$ cat config.mk
export PLATFORM = sky130hd
export DESIGN_NAME = clkgate_ctrl
export DESIGN_NICKNAME = d
export VERILOG_FILES = /design/src/rtl/clkgate_pkg.sv /design/src/rtl/clkgate_sync.sv /design/src/rtl/clkgate_strap.sv /design/src/rtl/clkgate_regs.sv /design/src/rtl/clkgate_outgate.sv /design/src/rtl/clkgate_ctrl.sv
export SDC_FILE = /design/constraint.sdc
export NUM_CORES = 1
export LEC_CHECK = 0
export CORE_AREA = 4 4 62 64
export CTS_BUF_LIST = sky130_fd_sc_hd__clkbuf_16
export DETAILED_ROUTE_END_ITERATION = 16
export DIE_AREA = 0 0 66 68
export PLACE_DENSITY_LB_ADDON = 0.05
export REMOVE_ABC_BUFFERS = 1
export SYNTH_ARGS = -nofsm -noshare
export SYNTH_HDL_FRONTEND = slang
export SYNTH_SLANG_ARGS = --single-unit
$ cat constraint.sdc
create_clock -name clk -period 1.7 [get_ports clk]
set_input_delay 0.51 -clock clk [delete_from_list [all_inputs] [get_ports clk]]
set_output_delay 0.51 -clock clk [all_outputs]
set_load 0.02 [all_outputs]
$ cat src/rtl/clkgate_pkg.sv
// Shared constants and decode functions for the clock output gating controller.
// Assumes strap codes arrive pre-resolved as 2-bit values.
package clkgate_pkg;

    localparam logic [1:0] MODE_LOBW = 2'b00;
    localparam logic [1:0] MODE_BYP  = 2'b01;
    localparam logic [1:0] MODE_HIBW = 2'b11;

    localparam logic [6:0] ADDR_LO  = 7'h6B;
    localparam logic [6:0] ADDR_MID = 7'h6C;
    localparam logic [6:0] ADDR_HI  = 7'h6D;

    // Map a strap code to the slave address; 01 and 10 both mean mid.
    function automatic logic [6:0] strap_to_addr(input logic [1:0] code);
        case (code)
            2'b00:   return ADDR_LO;
            2'b11:   return ADDR_HI;
            default: return ADDR_MID;
        endcase
    endfunction

    // Map a strap code to the PLL mode code; 01 and 10 both mean bypass.
    function automatic logic [1:0] strap_to_mode(input logic [1:0] code);
        case (code)
            2'b00:   return MODE_LOBW;
            2'b11:   return MODE_HIBW;
            default: return MODE_BYP;
        endcase
    endfunction

    // True when a control code selects bypass.
    function automatic logic is_bypass(input logic [1:0] code);
        return (code == 2'b01) || (code == 2'b10);
    endfunction

endpackage

$ cat src/rtl/clkgate_sync.sv
// Multi-stage synchronizer bank for asynchronous control inputs.
// Assumes each bit is independent (no multi-bit coherence needed) and STAGES >= 2.
module clkgate_sync #(
    parameter int         W       = 4,
    parameter int         STAGES  = 2,
    parameter logic [W-1:0] RST_VAL = '0
) (
    input  logic         clk,
    input  logic         rst_n,
    input  logic [W-1:0] d_i,
    output logic [W-1:0] q_o
);
    logic [W-1:0] stg [STAGES];

    // Shift the input through the flop chain; reset to the safe value.
    always_ff @(posedge clk) begin
        if (!rst_n) begin
            for (int k = 0; k < STAGES; k++) stg[k] <= RST_VAL;
        end else begin
            stg[0] <= d_i;
            for (int k = 1; k < STAGES; k++) stg[k] <= stg[k-1];
        end
    end

    assign q_o = stg[STAGES-1];

endmodule

$ cat src/rtl/clkgate_strap.sv
// Captures the strap codes once, on the first synchronized power-good high,
// and decodes address and mode. Assumes inputs are already synchronized.
module clkgate_strap
    import clkgate_pkg::*;
(
    input  logic       clk,
    input  logic       rst_n,
    input  logic       pwr_s_i,
    input  logic [1:0] addr_code_i,
    input  logic [1:0] mode_code_i,
    output logic       done_o,
    output logic       latch_o,
    output logic [6:0] addr_o,
    output logic [1:0] mode_o
);
    assign latch_o = pwr_s_i && !done_o;

    // Capture and decode straps on the first power-good high only.
    always_ff @(posedge clk) begin
        if (!rst_n) begin
            done_o <= 1'b0;
            addr_o <= ADDR_LO;
            mode_o <= MODE_LOBW;
        end else if (latch_o) begin
            done_o <= 1'b1;
            addr_o <= strap_to_addr(addr_code_i);
            mode_o <= strap_to_mode(mode_code_i);
        end
    end

    p_hold_straps_r1: assert property (@(posedge clk) disable iff (!rst_n)
        done_o |=> (done_o && $stable(addr_o) && $stable(mode_o)));

    p_addr_legal_r2: assert property (@(posedge clk) disable iff (!rst_n)
        done_o |-> (addr_o == ADDR_LO || addr_o == ADDR_MID || addr_o == ADDR_HI));

endmodule

$ cat src/rtl/clkgate_regs.sv
// Parallel-access configuration registers: per-output enables, mode control
// and stop-level field. Strap capture loads the mode and takes priority over a write.
module clkgate_regs #(
    parameter int NOUT = 2
) (
    input  logic            clk,
    input  logic            rst_n,
    input  logic            latch_i,
    input  logic [1:0]      latch_mode_i,
    input  logic            oe_we_i,
    input  logic [NOUT-1:0] oe_wdata_i,
    input  logic            mode_we_i,
    input  logic [1:0]      mode_wdata_i,
    input  logic            stop_we_i,
    input  logic [1:0]      stop_wdata_i,
    output logic [NOUT-1:0] oe_o,
    output logic [1:0]      mode_o,
    output logic [1:0]      stop_o
);
    // Enable bits: reset to all ones, written from the parallel port.
    always_ff @(posedge clk) begin
        if (!rst_n)       oe_o <= '1;
        else if (oe_we_i) oe_o <= oe_wdata_i;
    end

    // Mode control: loaded from straps at capture, otherwise writable.
    always_ff @(posedge clk) begin
        if (!rst_n)         mode_o <= 2'b00;
        else if (latch_i)   mode_o <= latch_mode_i;
        else if (mode_we_i) mode_o <= mode_wdata_i;
    end

    // Stop-level field: reset to low/low.
    always_ff @(posedge clk) begin
        if (!rst_n)         stop_o <= 2'b00;
        else if (stop_we_i) stop_o <= stop_wdata_i;
    end

    p_mode_write_r4: assert property (@(posedge clk) disable iff (!rst_n)
        (mode_we_i && !latch_i) |=> (mode_o == $past(mode_wdata_i)));

endmodule

$ cat src/rtl/clkgate_outgate.sv
// Per-output run/stop decision and parked levels. The registered run state
// only updates while the output clock is at its stopped level (phase 0).
module clkgate_outgate
    import clkgate_pkg::*;
#(
    parameter int NOUT = 2
) (
    input  logic            clk,
    input  logic            rst_n,
    input  logic            powered_i,
    input  logic            bypass_i,
    input  logic            lock_i,
    input  logic            phase_i,
    input  logic [NOUT-1:0] oe_n_i,
    input  logic [NOUT-1:0] reg_oe_i,
    input  logic [1:0]      stop_lvl_i,
    output logic [NOUT-1:0] run_o,
    output logic [NOUT-1:0] park_true_o,
    output logic [NOUT-1:0] park_comp_o
);
    logic clk_ok;
    assign clk_ok = powered_i && (bypass_i || lock_i);

    for (genvar i = 0; i < NOUT; i++) begin : g_out
        logic want;
        assign want = clk_ok && reg_oe_i[i] && !oe_n_i[i];

        // Take the new run decision only at the stopped clock level.
        always_ff @(posedge clk) begin
            if (!rst_n)        run_o[i] <= 1'b0;
            else if (!phase_i) run_o[i] <= want;
        end

        assign park_true_o[i] = !run_o[i] && stop_lvl_i[1];
        assign park_comp_o[i] = !run_o[i] && stop_lvl_i[0];

        p_start_enabled_r5: assert property (@(posedge clk) disable iff (!rst_n)
            $rose(run_o[i]) |-> $past(powered_i && reg_oe_i[i] && !oe_n_i[i]));

        p_start_locked_r6: assert property (@(posedge clk) disable iff (!rst_n)
            $rose(run_o[i]) |-> $past(lock_i || bypass_i));
    end

    p_phase_hold_r10: assert property (@(posedge clk) disable iff (!rst_n)
        phase_i |=> $stable(run_o));

    p_pdn_stop_r8: assert property (@(posedge clk) disable iff (!rst_n)
        (!powered_i && !phase_i) |=> (run_o == '0));

endmodule

$ cat src/rtl/clkgate_ctrl.sv
// Top of the clock output gating controller: synchronizes async controls,
// captures straps, holds configuration and drives per-output gating.
// Assumes out_phase_i is already in the control clock domain.
module clkgate_ctrl
    import clkgate_pkg::*;
#(
    parameter int NOUT   = 2,
    parameter int STAGES = 2
) (
    input  logic            clk,
    input  logic            rst_n,
    input  logic            pwr_good_i,
    input  logic [1:0]      addr_strap_i,
    input  logic [1:0]      mode_strap_i,
    input  logic            pll_lock_i,
    input  logic [NOUT-1:0] oe_n_i,
    input  logic            out_phase_i,
    input  logic            reg_oe_we_i,
    input  logic [NOUT-1:0] reg_oe_wdata_i,
    input  logic            reg_mode_we_i,
    input  logic [1:0]      reg_mode_wdata_i,
    input  logic            reg_stop_we_i,
    input  logic [1:0]      reg_stop_wdata_i,
    output logic            straps_done_o,
    output logic [7:0]      addr_byte_o,
    output logic [1:0]      mode_readback_o,
    output logic [1:0]      mode_ctrl_o,
    output logic [NOUT-1:0] reg_oe_o,
    output logic [1:0]      stop_lvl_o,
    output logic            pll_en_o,
    output logic [NOUT-1:0] run_o,
    output logic [NOUT-1:0] park_true_o,
    output logic [NOUT-1:0] park_comp_o
);
    localparam int SW = 2 + NOUT + 4;
    localparam logic [SW-1:0] SYNC_RST = {1'b0, 1'b0, {NOUT{1'b1}}, 4'b0000};

    logic [SW-1:0] raw_in, syn_in;
    logic          pwr_s, lock_s;
    logic [NOUT-1:0] oe_n_s;
    logic [1:0]    addr_s, mode_s;
    logic          latch, powered, bypass;
    logic [6:0]    addr7;

    assign raw_in = {pwr_good_i, pll_lock_i, oe_n_i, mode_strap_i, addr_strap_i};
    assign {pwr_s, lock_s, oe_n_s, mode_s, addr_s} = syn_in;

    clkgate_sync #(.W(SW), .STAGES(STAGES), .RST_VAL(SYNC_RST)) u_sync (
        .clk(clk), .rst_n(rst_n), .d_i(raw_in), .q_o(syn_in)
    );

    clkgate_strap u_strap (
        .clk(clk), .rst_n(rst_n), .pwr_s_i(pwr_s),
        .addr_code_i(addr_s), .mode_code_i(mode_s),
        .done_o(straps_done_o), .latch_o(latch),
        .addr_o(addr7), .mode_o(mode_readback_o)
    );

    clkgate_regs #(.NOUT(NOUT)) u_regs (
        .clk(clk), .rst_n(rst_n),
        .latch_i(latch), .latch_mode_i(strap_to_mode(mode_s)),
        .oe_we_i(reg_oe_we_i), .oe_wdata_i(reg_oe_wdata_i),
        .mode_we_i(reg_mode_we_i), .mode_wdata_i(reg_mode_wdata_i),
        .stop_we_i(reg_stop_we_i), .stop_wdata_i(reg_stop_wdata_i),
        .oe_o(reg_oe_o), .mode_o(mode_ctrl_o), .stop_o(stop_lvl_o)
    );

    assign powered     = straps_done_o && pwr_s;
    assign bypass      = is_bypass(mode_ctrl_o);
    assign pll_en_o    = powered && !bypass;
    assign addr_byte_o = {addr7, 1'b0};

    clkgate_outgate #(.NOUT(NOUT)) u_gate (
        .clk(clk), .rst_n(rst_n),
        .powered_i(powered), .bypass_i(bypass), .lock_i(lock_s),
        .phase_i(out_phase_i), .oe_n_i(oe_n_s), .reg_oe_i(reg_oe_o),
        .stop_lvl_i(stop_lvl_o),
        .run_o(run_o), .park_true_o(park_true_o), .park_comp_o(park_comp_o)
    );

    p_pll_off_unpowered_r7: assert property (@(posedge clk) disable iff (!rst_n)
        !straps_done_o |-> !pll_en_o);

endmodule

==> results of run 1 <==
==> stage by stage <==
| stage | hold WS (ns) | TNS, ns | power [uW] | setup WS [ns] |
|---|---|---|---|---|
| after CTS | 0.409 | 0 | 1930 | 0.00386 |
| after detailed placement | 0.397 | -0.00174 | 975 | -0.00174 |
| after global routing | 0.437 | 0 | 1980 | 0.0107 |
| after global placement | 0.393 | 0 | 971 | 0.0225 |
| final | 0.405 | 0 | 1910 | 0.0909 |
| after floorplan | 0.386 | 0 | 854 | 0.292 |
==> synthesized netlist by cell type <==
master and instances:
mux2i_1 5, buf_4 6, o211ai_1 1, and4b_1 1, a21oi_1 1, ha_1 2, mux2_2 1, o31ai_4 1
nand2b_1 6, inv_1 2, o21ai_2 3, nand3_2 1, a21boi_1 2, o21a_1 1, conb_1 2, dfxtp_1 30
nand2b_2 1, xor2_1 1, nand2_1 9, and2b_4 1, and2_1 12, o211a_1 1, nor2_1 3, clkbuf_1 1
clkbuf_4 1, nor2b_1 6, nand3_1 3
==> cells by family (layout without fill, tap and decap cells) <==
family,after synthesis,count (layout),synth area share
XOR/XNOR,1,1,0.00790
other,2,5,0.00677
AO/OA/AOI/OAI,10,10,0.0835
multiplexers,6,6,0.0553
buffers and inverters,10,55,0.0576
flip-flops,30,30,0.542
AND/OR/NAND/NOR,43,43,0.225
adder cells (fa/ha/maj),2,2,0.0226
==> sequential cells by signal, indices dropped and copies added (netlist names) <==
register	cells
u_sync.stg	16
u_strap.addr_o	3
u_gate.run_o	2
u_regs.mode_o	2
u_regs.oe_o	2
u_regs.stop_o	2
u_strap.mode_o	2
u_strap.done_o	1
==> how the worst max path moves through the flow <==
stage	slack, ns	startpoint	cells after the start	end
CTS	0.004	u_regs.mode_o[1]$_SDFFE_PN0P_	3	pll_en_o
global route	0.01	u_regs.stop_o[0]$_SDFFE_PN0P_	2	park_comp_o[1]
floorplan	0.29	u_regs.mode_o[0]$_SDFFE_PN0P_	2	pll_en_o
global placement	0.02	u_regs.mode_o[1]$_SDFFE_PN0P_	3	pll_en_o
detailed placement	-0.002	u_regs.mode_o[1]$_SDFFE_PN0P_	3	pll_en_o
finish	0.09	u_regs.stop_o[1]$_SDFFE_PN0P_	2	park_true_o[1]
==> routing by layer <==
layer | vias up | track usage
met5 | - | 0
met4 | 0 | 0.0533
met3 | 5 | 0.0525
met2 | 32 | 0.154
met1 | 342 | 0.0985
li1 | 419 | -
==> placed cells by master (no fill, tap or decap), types with 2 or more instances in the layout <==
cell type | Yosys | routed
dfxtp_1 | 30 | 30
clkdlybuf4s50_1 | 0 | 19
dlygate4sd2_1 | 0 | 17
and2_1 | 12 | 12
nand2_1 | 9 | 9
buf_4 | 6 | 7
nor2b_1 | 6 | 6
nand2b_1 | 6 | 6
mux2i_1 | 5 | 5
conb_1 | 2 | 5
clkbuf_16 | 0 | 5
inv_1 | 2 | 3
nor2_1 | 3 | 3
nand3_1 | 3 | 3
o21ai_2 | 3 | 3
a21boi_1 | 2 | 2
ha_1 | 2 | 2
==> timing repair <==
| item | in CTS | in global routing |
|---|---|---|
| setup endpoints to repair | 19 | 2 |
| pin swaps | 1 | 0 |
| hold buffers | 0 | 0 |
| gates resized for setup | 20 | 2 |
==> cell type report <==
class / instances / area, um^2 / area share
timing repair buffer: 45 / 407 / 0.240
clock buffer: 5 / 125 / 0.0739
clock inverter: 3 / 41.3 / 0.0244
sequential: 30 / 601 / 0.355
tap: 46 / 57.6 / 0.0340
multi-input combinational: 67 / 455 / 0.269
inverter: 2 / 7.51 / 0.00443
==> report_power, final <==
| part | switching (uW) | total [uW] | internal (uW) |
|---|---|---|---|
| Sequential | 14.2 | 752 | 738 |
| Combinational | 87.8 | 192 | 104 |
| Clock | 282 | 965 | 682 |
| Total | 384 | 1910 | 1520 |
==> results by group, run 1 <==
Clocking
  – Clk_lat worst skew: about 0.27 ns
  – Post-CTS Setup Inserts: 0
  – CTS tree: done
  – H-tree depth: 2
  – CTS Buf Count: 5
  – CTS Root Cell: clkbuf_16
  – Clock sink count: 30
  – Clock slew at reported path FFs: around 0.050 ns
  – Maximum root-to-sink buffer count: 2

Critical path
  – Reg2Reg Launch Point: u_strap.done_o$_SDFFE_PN0P_
  – Crit Path Class: reg2out
  – Startpoint Class: flop
  – CP Buf/Inv Count: 1
  – Cell depth of the worst flop-to-flop path: 4
  – CP Max Fanout: 4
  – Flop-to-flop setup slack: 0.61 ns
  – Slowest Stage Delay on Critical Path: between 0.3 and 0.4 ns
  – CP cell instances: nor2b_1 -> dlygate4sd2_1
  – FF-to-FF End: u_strap.mode_o[0]$_SDFFE_PN0P_
  – Worst path top cell family by delay: flip-flops
  – Crit end category: output port
  – Worst endpoint required time: ~1.2 ns
  – Critical path arrival: around 1.1 ns
  – CP max-delay cell: dfxtp_1

Global route
  – Overall routing resource usage: 0.0952
  – Largest net degree at the start of global routing: 20
  – Vias in the first global route: between 700 and 800
  – Gr ovfl total: 0
  – Initial antenna violation count: 0
  – First-pass GRT wire length: approximately 3100 um

Drt
  – Uppermost routed layer: met4
  – Met2 WL post-DR: ~910 um
  – Via count of the routed design: 798
  – Met1 wire length: around 840 um
  – Drt wl/cell: around 10 um
  – WL met3: 201 um
  – Detailed Route Iter0 Violations: 8
  – Drt drc: 0
  – DR vias/cell: between 4 and 5
  – Router iterations before antenna repair: 2
  – Total wire length: roughly 2000 um
  – Post-route ant nets: 0

STA
  – RSZ-0062 raised after global routing: no
  – Crit path time final: around 1.6 ns
  – Slew Limit Fails: 0
  – Final period utilization: 0.947
  – Setup violations, final: 0
  – Layout Skew: approximately 0.0054 ns
  – Fmax: 621 MHz
  – Hold Violations, Final: 0

Flow run
  – Maxcap violations: 0

Finish
  – Design Area, Final: roughly 1700 um^2
  – Final Non-Filler Cells: around 200
  – Nets@finish: roughly 170
  – # diodes: 0
  – Util after Layout: 0.516
  – Area grow syn2layout: 52.8%
  – FILL cells: between 300 and 400
  – Share of cells above drive strength 1: 0.151

Die
  – Core area: 3280 um^2
  – Std cell rows: 21
  – Die Area: 4490 um^2
  – Die Wd: roughly 66 um
  – Die Y: between 60 and 70 um
  – Io pins: 44
  – Starting density of the core: 0.338

Hold path
  – HP Start: u_sync.stg[0][4]$_SDFF_PN1_
  – Hold EP: u_sync.stg[0][12]$_SDFF_PN1_
  – Hold crit path type: reg2reg
  – WHS Path Cells: 1

Logic synthesis
  – Syn. warnings: 0
  – FF+latch count, synth: 30
  – Count of different cell masters after synthesis: 27
  – Largest area contributor in the netlist: dfxtp_1
  – Syn Inst Count: between 100 and 150
  – Top post-synthesis cells by area: dfxtp_1, and2_1, mux2i_1
  – Mapped Area: roughly 1100 um^2
  – Mapped Avg Cell Area: 10.7 um^2
  – Yosys top cell area share: 0.542
  – Seq/Total Area, Yosys: 0.542

Place
  – Global placer's final weighted congestion: around 0.66
  – HPWL after DPL: approximately 1500 um
  – Port buffer count: 38
  – Placement Cell Area: ~1600 um^2
  – Dpl cells: 190

Power
  – Pleak: 0.000770 uW
  – PwrDens: ~1100 nW/um^2
  – VDD IR max: 0.592 mV

Status
  – Status: finished, final reports clean
Note: power is estimated with default switching activity, not from simulation.
==> inputs of run 2 (changes only) <==
- HOLD_SLACK_MARGIN: default -> 0.15
- SKIP_CTS_REPAIR_TIMING: default -> 1
==> results by group, run 2 (same netlist as run 1, synthesis figures left out) <==
Place
  – HPWL after DPL: ~1500 um
  – Port buffer count: 38
  – Placement Cell Area: 1550 um^2
  – Global placer's final weighted congestion: ~0.66
  – Dpl cells: 190

Drt
  – Drt wl/cell: 10.3 um
  – Detailed Route Iter0 Violations: 5
  – Post-route ant nets: 0
  – DR vias/cell: 4.06
  – Total wire length: just over 2000 um
  – Via count of the routed design: between 800 and 900
  – Router iterations before antenna repair: 2
  – Drt drc: 0

Die
  – Die Y: around 70 um
  – Die Wd: roughly 66 um
  – Die Area: 4490 um^2
  – Io pins: 44
  – Std cell rows: 21
  – Starting density of the core: 0.338
  – Core area: 3280 um^2

Global route
  – Gr ovfl total: 0
  – Initial antenna violation count: 0
  – Vias in the first global route: ~740
  – Overall routing resource usage: 0.0952
  – First-pass GRT wire length: just over 3000 um
  – Largest net degree at the start of global routing: 20

Clocking
  – CTS Buf Count: 5
  – Clock sink count: 30
  – CTS Root Cell: clkbuf_16
  – Clock slew at reported path FFs: approximately 0.050 ns
  – Maximum root-to-sink buffer count: 2
  – CTS tree: done
  – H-tree depth: 2
  – Clk_lat worst skew: ~0.27 ns

STA
  – Final period utilization: 0.944
  – Hold Violations, Final: 0
  – Fin Setup TNS: 0 ns
  – Setup violations, final: 0
  – Crit path time final: 1.60 ns
  – Hold slack: roughly 0.41 ns
  – RSZ-0062 raised after global routing: no
  – Slew Limit Fails: 0
  – Layout Skew: approximately 0.0054 ns
  – Fmax: between 600 and 700 MHz

Finish
  – Reg with most FFs: u_sync.stg
  – Number of flip-flops in the largest register: 16
  – Nets@finish: 173
  – Final Non-Filler Cells: about 200
  – Most frequent cells in the layout: dfxtp_1, clkdlybuf4s50_1, dlymetal6s2s_1
  – Area grow syn2layout: 59.5%
  – FILL cells: roughly 320
  – Share of cells above drive strength 1: 0.145
  – Biggest regs: u_sync.stg: 16 flops, u_strap.addr_o: 3 flops
  – Design Area, Final: between 1500 and 2000 um^2
  – Commonest non-fill, non-tap cell in the layout: dfxtp_1
  – # diodes: 0

Flow run
  – Maxcap violations: 0

Power
  – VDD IR max: 0.569 mV
  – Pleak: approximately 0.00098 uW
  – PwrDens: 1090 nW/um^2
  – Power Total: between 1500 and 2000 uW

Critical path
  – CP cell instances: xor2_1 -> nor2_1 -> dlymetal6s2s_1
  – Slowest Stage Delay on Critical Path: around 0.33 ns
  – Crit end category: output port
  – Reg2Reg Launch Point: u_strap.done_o$_SDFFE_PN0P_
  – Critical path arrival: roughly 1.1 ns
  – Startpoint Class: flop
  – CP max-delay cell: dfxtp_1
  – CP Max Fanout: 2
  – Crit Path Class: reg2out
  – Critical path origin: u_regs.mode_o[0]$_SDFFE_PN0P_
  – Worst endpoint required time: about 1.2 ns

Hold path
  – HP Start: u_sync.stg[0][4]$_SDFF_PN1_
  – Hold crit path type: reg2reg

Status
  – Status: finished, final reports clean
## run 2: cell count changes in the layout (fill, tap and decap cells not counted)
cell	delta
clkbuf_2	-1
clkdlybuf4s15_1	-1
dlygate4sd2_1	-17
dlymetal6s2s_1	+19
## run 2: path summary, 6_finish.rpt
kind / end / slack [ns] / cells past startpoint
worst max-delay path: pll_en_o / 0.1 / 3
worst min register to register: u_sync.stg[0][12]$_SDFF_PN1_ / 0.41 / 1
worst max register to register: u_strap.mode_o[0]$_SDFFE_PN0P_ / 0.61 / 4
worst min-delay path: u_sync.stg[0][12]$_SDFF_PN1_ / 0.41 / 1
## run 2: cell type report
| cell class | count | area, um^2 | area share |
|---|---|---|---|
| inverters | 2 | 7.51 | 0.00425 |
| clock inverters | 3 | 41.3 | 0.0234 |
| repair buffers | 45 | 480 | 0.272 |
| flip-flops and latches | 30 | 601 | 0.340 |
| multi-input cells | 67 | 455 | 0.258 |
| clock buffers | 5 | 125 | 0.0708 |
| well taps | 46 | 57.6 | 0.0326 |
## run 2: stage by stage
step | utilization | worst slack (ns)
after CTS | 0.524 | -0.297
after global placement | 0.473 | 0.0225
after detailed placement | 0.473 | -0.00174
after global routing | 0.538 | 0.0366
after floorplan | - | 0.292
final | 0.538 | 0.0954
## run 2: worst max-delay path, delay by kind of cell, from the launching register on
family	cells	cell delay, ns
XOR/XNOR	1	0.21
flip-flops	1	0.33
AND/OR/NAND/NOR	1	0.07
buffers and inverters	1	0.21
## run 2: per-layer routing
metal	wire (um)	global-route usage
met2	937	0.154
met5	0	0
met3	196	0.0525
met1	860	0.0985
met4	36	0.0533
## run 2: power by group
group	switching, uW	internal (uW)	total [uW]
clock network	282	682	964
registers	14.3	738	752
logic	88.2	114	202
==> inputs of run 3 (changes only) <==
- CAP_MARGIN: default -> 40
==> results of run 3 <==
Final layout, timing and power as in run 2 (identical DEF).
